## src/rtl/wlut_pkg.sv

```systemverilog
// Package wlut_pkg
// Purpose : shared constants and types for the writable truth-table cell.
// Assumes : nothing; it holds only types and constants.
package wlut_pkg;

    // Number of select inputs of the full cell by default.
    localparam int unsigned WLUT_IN_DEF = 6;

    // Identifies which half of the table a select or write address points at.
    typedef enum logic {
        HALF_LO = 1'b0,
        HALF_HI = 1'b1
    } half_e;

endpackage

```

## src/rtl/wlut_half_store.sv

```systemverilog
// Module wlut_half_store
// Purpose : holds one half of the truth table as a bank of flip-flops. The
//           bank reloads from INIT_BITS on a synchronous reset, and a single
//           addressed bit is written when the write enable is high.
// Assumes : we_i has already been gated for this half by the parent.
module wlut_half_store #(
    parameter int unsigned ADDR_W = 5,
    parameter int unsigned DEPTH  = 1 << ADDR_W,
    parameter logic [DEPTH-1:0] INIT_BITS = '0
) (
    input  logic              clk,
    input  logic              rst_n,
    input  logic              we_i,
    input  logic [ADDR_W-1:0] addr_i,
    input  logic              din_i,
    output logic [DEPTH-1:0]  bits_o
);

    logic [DEPTH-1:0] bits_q;

    // Table update: reset reloads the contents; otherwise write one entry.
    always_ff @(posedge clk) begin
        if (!rst_n) begin
            bits_q <= INIT_BITS;
        end else if (we_i) begin
            bits_q[addr_i] <= din_i;
        end
    end

    assign bits_o = bits_q;

    // an enabled write lands in the addressed entry.
    a_r6_write_lands: assert property (@(posedge clk) disable iff (!rst_n)
        we_i |=> bits_q[$past(addr_i)] == $past(din_i));

    // with no write enable, the stored bits do not move.
    a_r7_hold_when_idle: assert property (@(posedge clk) disable iff (!rst_n)
        (!we_i && $past(rst_n)) |=> $stable(bits_q));

    // a write alters at most one entry.
    a_r8_single_entry: assert property (@(posedge clk) disable iff (!rst_n)
        (we_i && $past(rst_n)) |=> $countones(bits_q ^ $past(bits_q)) <= 1);

    // the cycle after reset, the contents equal the initial image.
    a_r5_reset_load: assert property (@(posedge clk)
        $past(!rst_n) |-> bits_q == INIT_BITS);

endmodule

```

## src/rtl/wlut_mux_tree.sv

```systemverilog
// Module wlut_mux_tree
// Purpose : a combinational binary multiplexer tree that picks entry sel_i
//           out of data_i. The root stage uses the most significant select
//           bit.
// Assumes : data_i has exactly 2**SEL_W entries; there is no clock.
module wlut_mux_tree #(
    parameter int unsigned SEL_W = 5,
    parameter int unsigned NUM   = 1 << SEL_W
) (
    input  logic [NUM-1:0]   data_i,
    input  logic [SEL_W-1:0] sel_i,
    output logic             bit_o
);

    // Stage lvl holds 2**lvl values; stage SEL_W is the leaves.
    for (genvar lvl = SEL_W; lvl >= 0; lvl--) begin : g_lvl
        logic [(1<<lvl)-1:0] v;
        if (lvl == SEL_W) begin : g_leaf
            // Leaf stage: copy the stored bits in.
            assign v = data_i;
        end else begin : g_node
            for (genvar j = 0; j < (1 << lvl); j++) begin : g_pair
                // Node: choose the odd or even child with this stage's select bit.
                assign v[j] = sel_i[SEL_W-1-lvl] ? g_lvl[lvl+1].v[2*j+1]
                                                 : g_lvl[lvl+1].v[2*j];
            end
        end
    end

    assign bit_o = g_lvl[0].v[0];

endmodule

```

## src/rtl/wlut6_cell.sv

```systemverilog
// Module wlut6_cell
// Purpose : a six-input lookup cell with a writable truth table. The table is
//           stored as two half banks, each read through its own five-input
//           tree, and the top select bit picks which half result drives
//           lut6_o.
// Assumes : clk is the write clock; reads need no clock.
module wlut6_cell
    import wlut_pkg::*;
#(
    parameter int unsigned NUM_IN = WLUT_IN_DEF,
    parameter logic [(1<<NUM_IN)-1:0] INIT_TABLE = 64'h6A09_E667_BB67_AE85
) (
    input  logic              clk,
    input  logic              rst_n,
    input  logic [NUM_IN-1:0] sel_i,
    input  logic              wr_en_i,
    input  logic [NUM_IN-1:0] wr_addr_i,
    input  logic              wr_bit_i,
    output logic              lut6_o,
    output logic              lut5_lo_o,
    output logic              lut5_hi_o
);

    localparam int unsigned HALF_IN = NUM_IN - 1;
    localparam int unsigned HALF_N  = 1 << HALF_IN;

    logic [HALF_N-1:0] part [2];
    logic              half_bit [2];
    half_e             pick;

    for (genvar h = 0; h < 2; h++) begin : g_half
        logic we_h;
        // Route the write enable to the half named by the address MSB.
        assign we_h = wr_en_i && (wr_addr_i[NUM_IN-1] == 1'(h));

        wlut_half_store #(
            .ADDR_W   (HALF_IN),
            .DEPTH    (HALF_N),
            .INIT_BITS(INIT_TABLE[h*HALF_N +: HALF_N])
        ) u_store (
            .clk   (clk),
            .rst_n (rst_n),
            .we_i  (we_h),
            .addr_i(wr_addr_i[HALF_IN-1:0]),
            .din_i (wr_bit_i),
            .bits_o(part[h])
        );

        wlut_mux_tree #(
            .SEL_W(HALF_IN),
            .NUM  (HALF_N)
        ) u_tree (
            .data_i(part[h]),
            .sel_i (sel_i[HALF_IN-1:0]),
            .bit_o (half_bit[h])
        );
    end

    // Final stage: the top select bit chooses between the two half outputs.
    always_comb begin
        pick   = half_e'(sel_i[NUM_IN-1]);
        lut6_o = (pick == HALF_HI) ? half_bit[1] : half_bit[0];
    end

    assign lut5_lo_o = half_bit[0];
    assign lut5_hi_o = half_bit[1];

    // the full output matches the stored entry addressed by the selects.
    a_r1_full_read: assert property (@(posedge clk) disable iff (!rst_n)
        lut6_o == part[sel_i[NUM_IN-1]][sel_i[HALF_IN-1:0]]);

    // each half output reads its own bank using only the low selects.
    a_r3_half_read: assert property (@(posedge clk) disable iff (!rst_n)
        (lut5_lo_o == part[0][sel_i[HALF_IN-1:0]]) &&
        (lut5_hi_o == part[1][sel_i[HALF_IN-1:0]]));

endmodule

```

## config.mk

```make
export PLATFORM = sky130hd
export DESIGN_NAME = wlut6_cell
export DESIGN_NICKNAME = d
export VERILOG_FILES = /design/src/rtl/wlut_pkg.sv /design/src/rtl/wlut_half_store.sv /design/src/rtl/wlut_mux_tree.sv /design/src/rtl/wlut6_cell.sv
export SDC_FILE = /design/constraint.sdc
export NUM_CORES = 1
export LEC_CHECK = 0
export BUFFER_PORTS_ARGS = -buffer_cell sky130_fd_sc_hd__buf_4
export CAP_MARGIN = 20
export CELL_PAD_IN_SITES_DETAIL_PLACEMENT = 1
export CELL_PAD_IN_SITES_GLOBAL_PLACEMENT = 2
export CORE_ASPECT_RATIO = 0.8
export CORE_MARGIN = 2
export CORE_UTILIZATION = 41
export CTS_BUF_LIST = sky130_fd_sc_hd__clkbuf_16
export DETAILED_ROUTE_END_ITERATION = 8
export GPL_ROUTABILITY_DRIVEN = 0
export PLACE_DENSITY = 0.92
export SYNTH_ARGS = -nofsm -noshare
export SYNTH_HDL_FRONTEND = slang
export SYNTH_SLANG_ARGS = --single-unit
```

## constraint.sdc

```tcl
create_clock -name clk -period 3.6 [get_ports clk]
set_input_delay 0.36 -clock clk [delete_from_list [all_inputs] [get_ports clk]]
set_output_delay 0.36 -clock clk [all_outputs]
set_load 0.02 [all_outputs]
```

==> After elaboration in Yosys (flattened, before gate mapping) <==
Index checks and enable logic that the tools add are counted.
{ "op_classes": {"add_sub_neg": 0, "n_mul": 0, "n_div": 0, "magnitude_cmp": 2, "eq_ne": 0, "n_shift": 0, "n_mux": 67, "bitwise": 1, "reduce_logical": 3} }
{ "ops": {"columns": ["op", "count"], "rows": [
  ["32-bit bitwise mux", 2],
  ["1-bit 2-to-1 mux", 64],
  ["5-bit by 6-bit < comparator with 1-bit output, second input constant", 1],
  ["1-bit demux with 5-bit select", 1],
  ["5-bit by 1-bit greater-or-equal comparator with 1-bit output, second input constant", 1],
  ["1-bit logical AND", 3],
  ["1-bit inverter", 1]
]} }
{ "word_totals": {"register_bits": 64, "latch_bits": 0, "mem_bits_rw": 0, "romBits": 0, "input_bits": 16, "out_inout_bits": 3, "wordCells": 75, "mem_count": 0} }

==> Logic depth before layout (Yosys ltp) <==
{ "depth": {"depth_word": 6, "ltp_mapped": 8, "mapped_depth_nobuf": 6} }

==> Modules after synthesis <==
From an unflattened synthesis, not the netlist that was laid out.
{ "hier_totals": {"hier_cells": 397, "area_unflattened_um2": 3555.9} }
{ "modules_own_cells": {"columns": ["mod", "n_inst", "cells_each", "area_per_inst_um2"], "rows": [
  ["wlut_half_store (g_half[1].u_store)", 1, 155, 1493.9],
  ["wlut_half_store (g_half[0].u_store)", 1, 157, 1383.8],
  ["wlut_mux_tree", 2, 41, 325.3],
  ["wlut6_cell", 1, 3, 27.5]
]} }

==> Worst setup path before layout <==
Ideal clock, no wire load.
{ "synth_path": {"path_kind": "input to output", "startpoint": "in sel_i[1]", "endpoint": "out lut6_o", "arrival_ps": 1764, "required_time_ps": 3240, "path_slack_ps": 1476, "stages": 7, "n_path_buf": 2, "cell_sequence": "buf_6 buf_6 mux2i_1 a22oi_1 and4_4 a211o_1 mux2_2"} }
{ "synth_via": {"elab_chain_cells": 5, "word_cells_on_any_way": 31, "classes_between": "mux: 31"} }
{ "synth_lines": {"columns": ["item", "line", "rtl"], "rows": [
  ["start, declared", "wlut6_cell.sv:15", "input logic [NUM_IN-1:0] sel_i,"],
  ["1-bit 2-to-1 mux (3 in series)", "wlut_mux_tree.sv:24", "assign v[j] = sel_i[SEL_W-1-lvl] ? g_lvl[lvl+1].v[2*j+1]"],
  ["1-bit 2-to-1 mux (*)", "wlut_mux_tree.sv:24", null],
  ["via lut5_hi_o", "wlut6_cell.sv:21", "output logic lut5_hi_o"],
  ["1-bit 2-to-1 mux (*)", "wlut6_cell.sv:62", "lut6_o = (pick == HALF_HI) ? half_bit[1] : half_bit[0];"],
  ["end, declared", "wlut6_cell.sv:19", "output logic lut6_o,"]
]} }
The timed path passes the listed nets; every way through them passes the cells marked *.

==> Final worst setup path <==
{ "layout_path": {"startpoint": "in sel_i[1]", "endpoint": "out lut6_o"} }
{ "layout_via": {"elab_chain_cells": 5, "word_cells_on_any_way": 31, "classes_between": "mux: 31"} }
{ "layout_lines": {"columns": ["item", "line"], "rows": [
  ["1-bit 2-to-1 mux (4 in series)", "wlut_mux_tree.sv:24"],
  ["1-bit 2-to-1 mux (*)", "wlut6_cell.sv:62"]
]} }
Mark *: on every way between the ends. The rest lies on a longest branch, timed or not.

==> impl_metrics.yaml <==
synthesis:
  synthArstFlopShare_pct: 0
  ys_seq_elements: 64
  synth.distinct_cells: 38
  syn-num-nets: 378
  synth-main-ff-cell: "dfxtp_1"
  ys_seq_area_share_pct: 39.88
  avgSynthCellArea_um2: 8.876
  yosysWarnings: 0
  syn-cell-area_mm2: 0.003213
  synth_edf_count: 0
  syn_inst: 362
clocking:
  cts.htree.levels: 3
  cts_buffers: 9
  cts_root_buffer: "clkbuf_16"
  cts.sinks: 64
  clk_pin_slew_ps: 50
  cts_resized: 0
  hold_buffers: 0
  cts_setup_buffers: 0
  clock_latency_ps: 320
  cts_tree: "yes"
  clk_path_buf_depth: 2
timing:
  setup_viol: 0
  slew_headroom_pct: 49.52
  min_period_ps: 2638
  rsz0062_at_grt: "no"
  finClkSkew_ps: 0
  fin_crit_sh_pct: 73.27
  tns_ps: 0
  slew_violations: 0
  max_freq_mhz: 379.1
  finalHoldViolations: 0
  tightest_slew_ps: 755.7
die:
  die_y_um: 83.18
  core_region_area_mm2: 0.007497
  num_rows: 28
  die-area_mm2: 0.008565
  die_w_um: 103.0
  io_pins: 19
  initial_core_util_pct: 42.86
min_path:
  hp-class: "in2reg"
  worstHoldStart: "wr_addr_i[4]"
placed_design:
  placedCellCount: 450
  dp_hpwl_um: 5981
  port_buffers: 18
  placed_cell_area_mm2: 0.003323
final_layout:
  fillers: 879
  layout-drive-gt1-share_pct: 10.22
  stdcell_area_mm2: 0.003631
  diodes: 0
  stdcell_count: 467
  largest_reg_flops: 64
  area_growth_pct: 13.01
  fin_nets: 373
power_and_ir_drop:
  clkPwrFrac_pct: 48.4
  leakage_nw: 1.329
  switching_share_pct: 23.63
  combPwrFrac_pct: 9.4
  p_int_mw: 1.294
  power_frac_seq_pct: 42.2
  powerDensity_mw_per_mm2: 466.6
  p_sw_uw: 400.3
  peakVddDrop_mv: 0.2549
drt:
  antenna_left: 0
  drcViolationCount: 0
  wirelength_um: 9108
  vias: 2803
  routedWlPerCell_um: 19.50
  drtPass1Iterations: 4
  viasPerCell: 6.002
  drtIter0Drc: 145
setup_path:
  reg2reg_from: "g_half[1].u_store.bits_o[30]$_SDFFE_PN1P_"
  crit_fanout: 32
  arrival_ps: 2280
  end_kind: "output port"
  crit_type: "in2out"
  r2r_slack_ps: 2840
  worstPathRequired_ps: 3240
  startpoint: "sel_i[1]"
  cp-start-kind: "input port"
run_status:
  status: "finished, final reports clean"
grt:
  grt_max_degree: 65
  grt_overflow: 0
  grt_pass1_wl_um: 15120
  grt_pass1_vias: 2871
  groute.usage.overall_pct: 22.86
  antenna_found_initial: 0
flow_run:
  drv_cap: 0
## area by class of cell
class,count,area (um^2),share of cell area [%]
multi-input combinational,260,1764,48.59
sequential,64,1281,35.29
clock buffer,9,225.2,6.203
timing repair buffer,19,162.7,4.480
tap,105,131.4,3.618
clock inverter,7,55.05,1.516
inverter,3,11.26,0.3101
## metal layers
metal / global-route usage, % / vias to the layer above / routed length, um
li1: - / 1344 / -
met1: 32.61 / 1387 / 4329
met2: 34.89 / 66 / 4149
met3: 5.808 / 6 / 582
met4: 4.545 / 0 / 46
met5: 0 / - / 0
## kinds of logic after synthesis
kind of cell           count (synthesis)  share of synthesized area [%]
AO/OA/AOI/OAI                        127                          26.29
buffers and inverters                 38                          5.217
flip-flops                            64                          39.88
multiplexers                          42                          13.12
AND/OR/NAND/NOR                       91                          15.50
## placed cells by master (no fill, tap or decap), types with 3 or more instances in the layout
cell type / synthesis / routed
nand4_1: 3 / 3
mux2i_1: 41 / 41
nor2b_1: 12 / 12
a21oi_1: 4 / 4
o21ai_0: 50 / 50
clkbuf_16: 0 / 9
a22oi_1: 12 / 12
o211ai_1: 16 / 16
nand2b_1: 3 / 3
dfxtp_1: 64 / 64
inv_1: 3 / 5
nand2_1: 19 / 19
or3_1: 15 / 15
o311ai_0: 18 / 18
nand3_1: 12 / 12
nor2_1: 12 / 12
a21boi_0: 20 / 20
buf_4: 2 / 18
## worst max-delay path: stages
cell and delay, ps:
buf_4 470, mux2i_1 430, a22oi_1 150, nand2_1 100, o22ai_1 80, a211o_1 250, mux2_2 260, buf_4 160
## power by group through the flow
stage	Combinational, mW	Clock, mW	Sequential (mW)
2_1_floorplan	0.105	0	0.730
3_3_place_gp	0.152	0	0.730
3_5_place_dp	0.155	0	0.730
4_1_cts	0.155	0.834	0.715
5_1_grt	0.174	0.871	0.715
6_report	0.159	0.820	0.715
## synth_stat cells (3+ instances only)
cell type	number	area share (%)
dfxtp_1	64	40
o21ai_0	50	7.8
mux2i_1	41	13
clkbuf_1	25	2.9
a21boi_0	20	4.7
nand2_1	19	2.2
o311ai_0	18	4.9
o211ai_1	16	3.7
or3_1	15	2.9
a22oi_1	12	2.8
nand3_1	12	1.9
nor2_1	12	1.4
nor2b_1	12	2.3
a21oi_1	4	0.62
buf_1	4	0.47
inv_1	3	0.35
nand2b_1	3	0.58
nand4_1	3	0.58
## worst paths after layout
kind	endpoint	cells past startpoint
setup / recovery	lut6_o	8
hold / removal	g_half[0].u_store.bits_o[18]$_SDFFE_PN1P_	3
hold reg to reg	g_half[0].u_store.bits_o[30]$_SDFFE_PN0P_	2
setup reg to reg	g_half[1].u_store.bits_o[30]$_SDFFE_PN1P_	2
## through the flow
stage / util, % / setup slack (ps) / power (mW) / hold WS [ps]
floorplan: - / 1476 / 0.8348 / 443.2
CTS: 48.06 / 972.2 / 1.705 / 404.2
global placement: 44.33 / 971.5 / 0.8824 / 459.7
detailed placement: 44.33 / 980.5 / 0.8849 / 472.5
finish: 48.43 / 962.4 / 1.694 / 413.4
global route: 48.43 / 876.6 / 1.760 / 429.9
No activity file was read; power rests on OpenSTA's default activity.
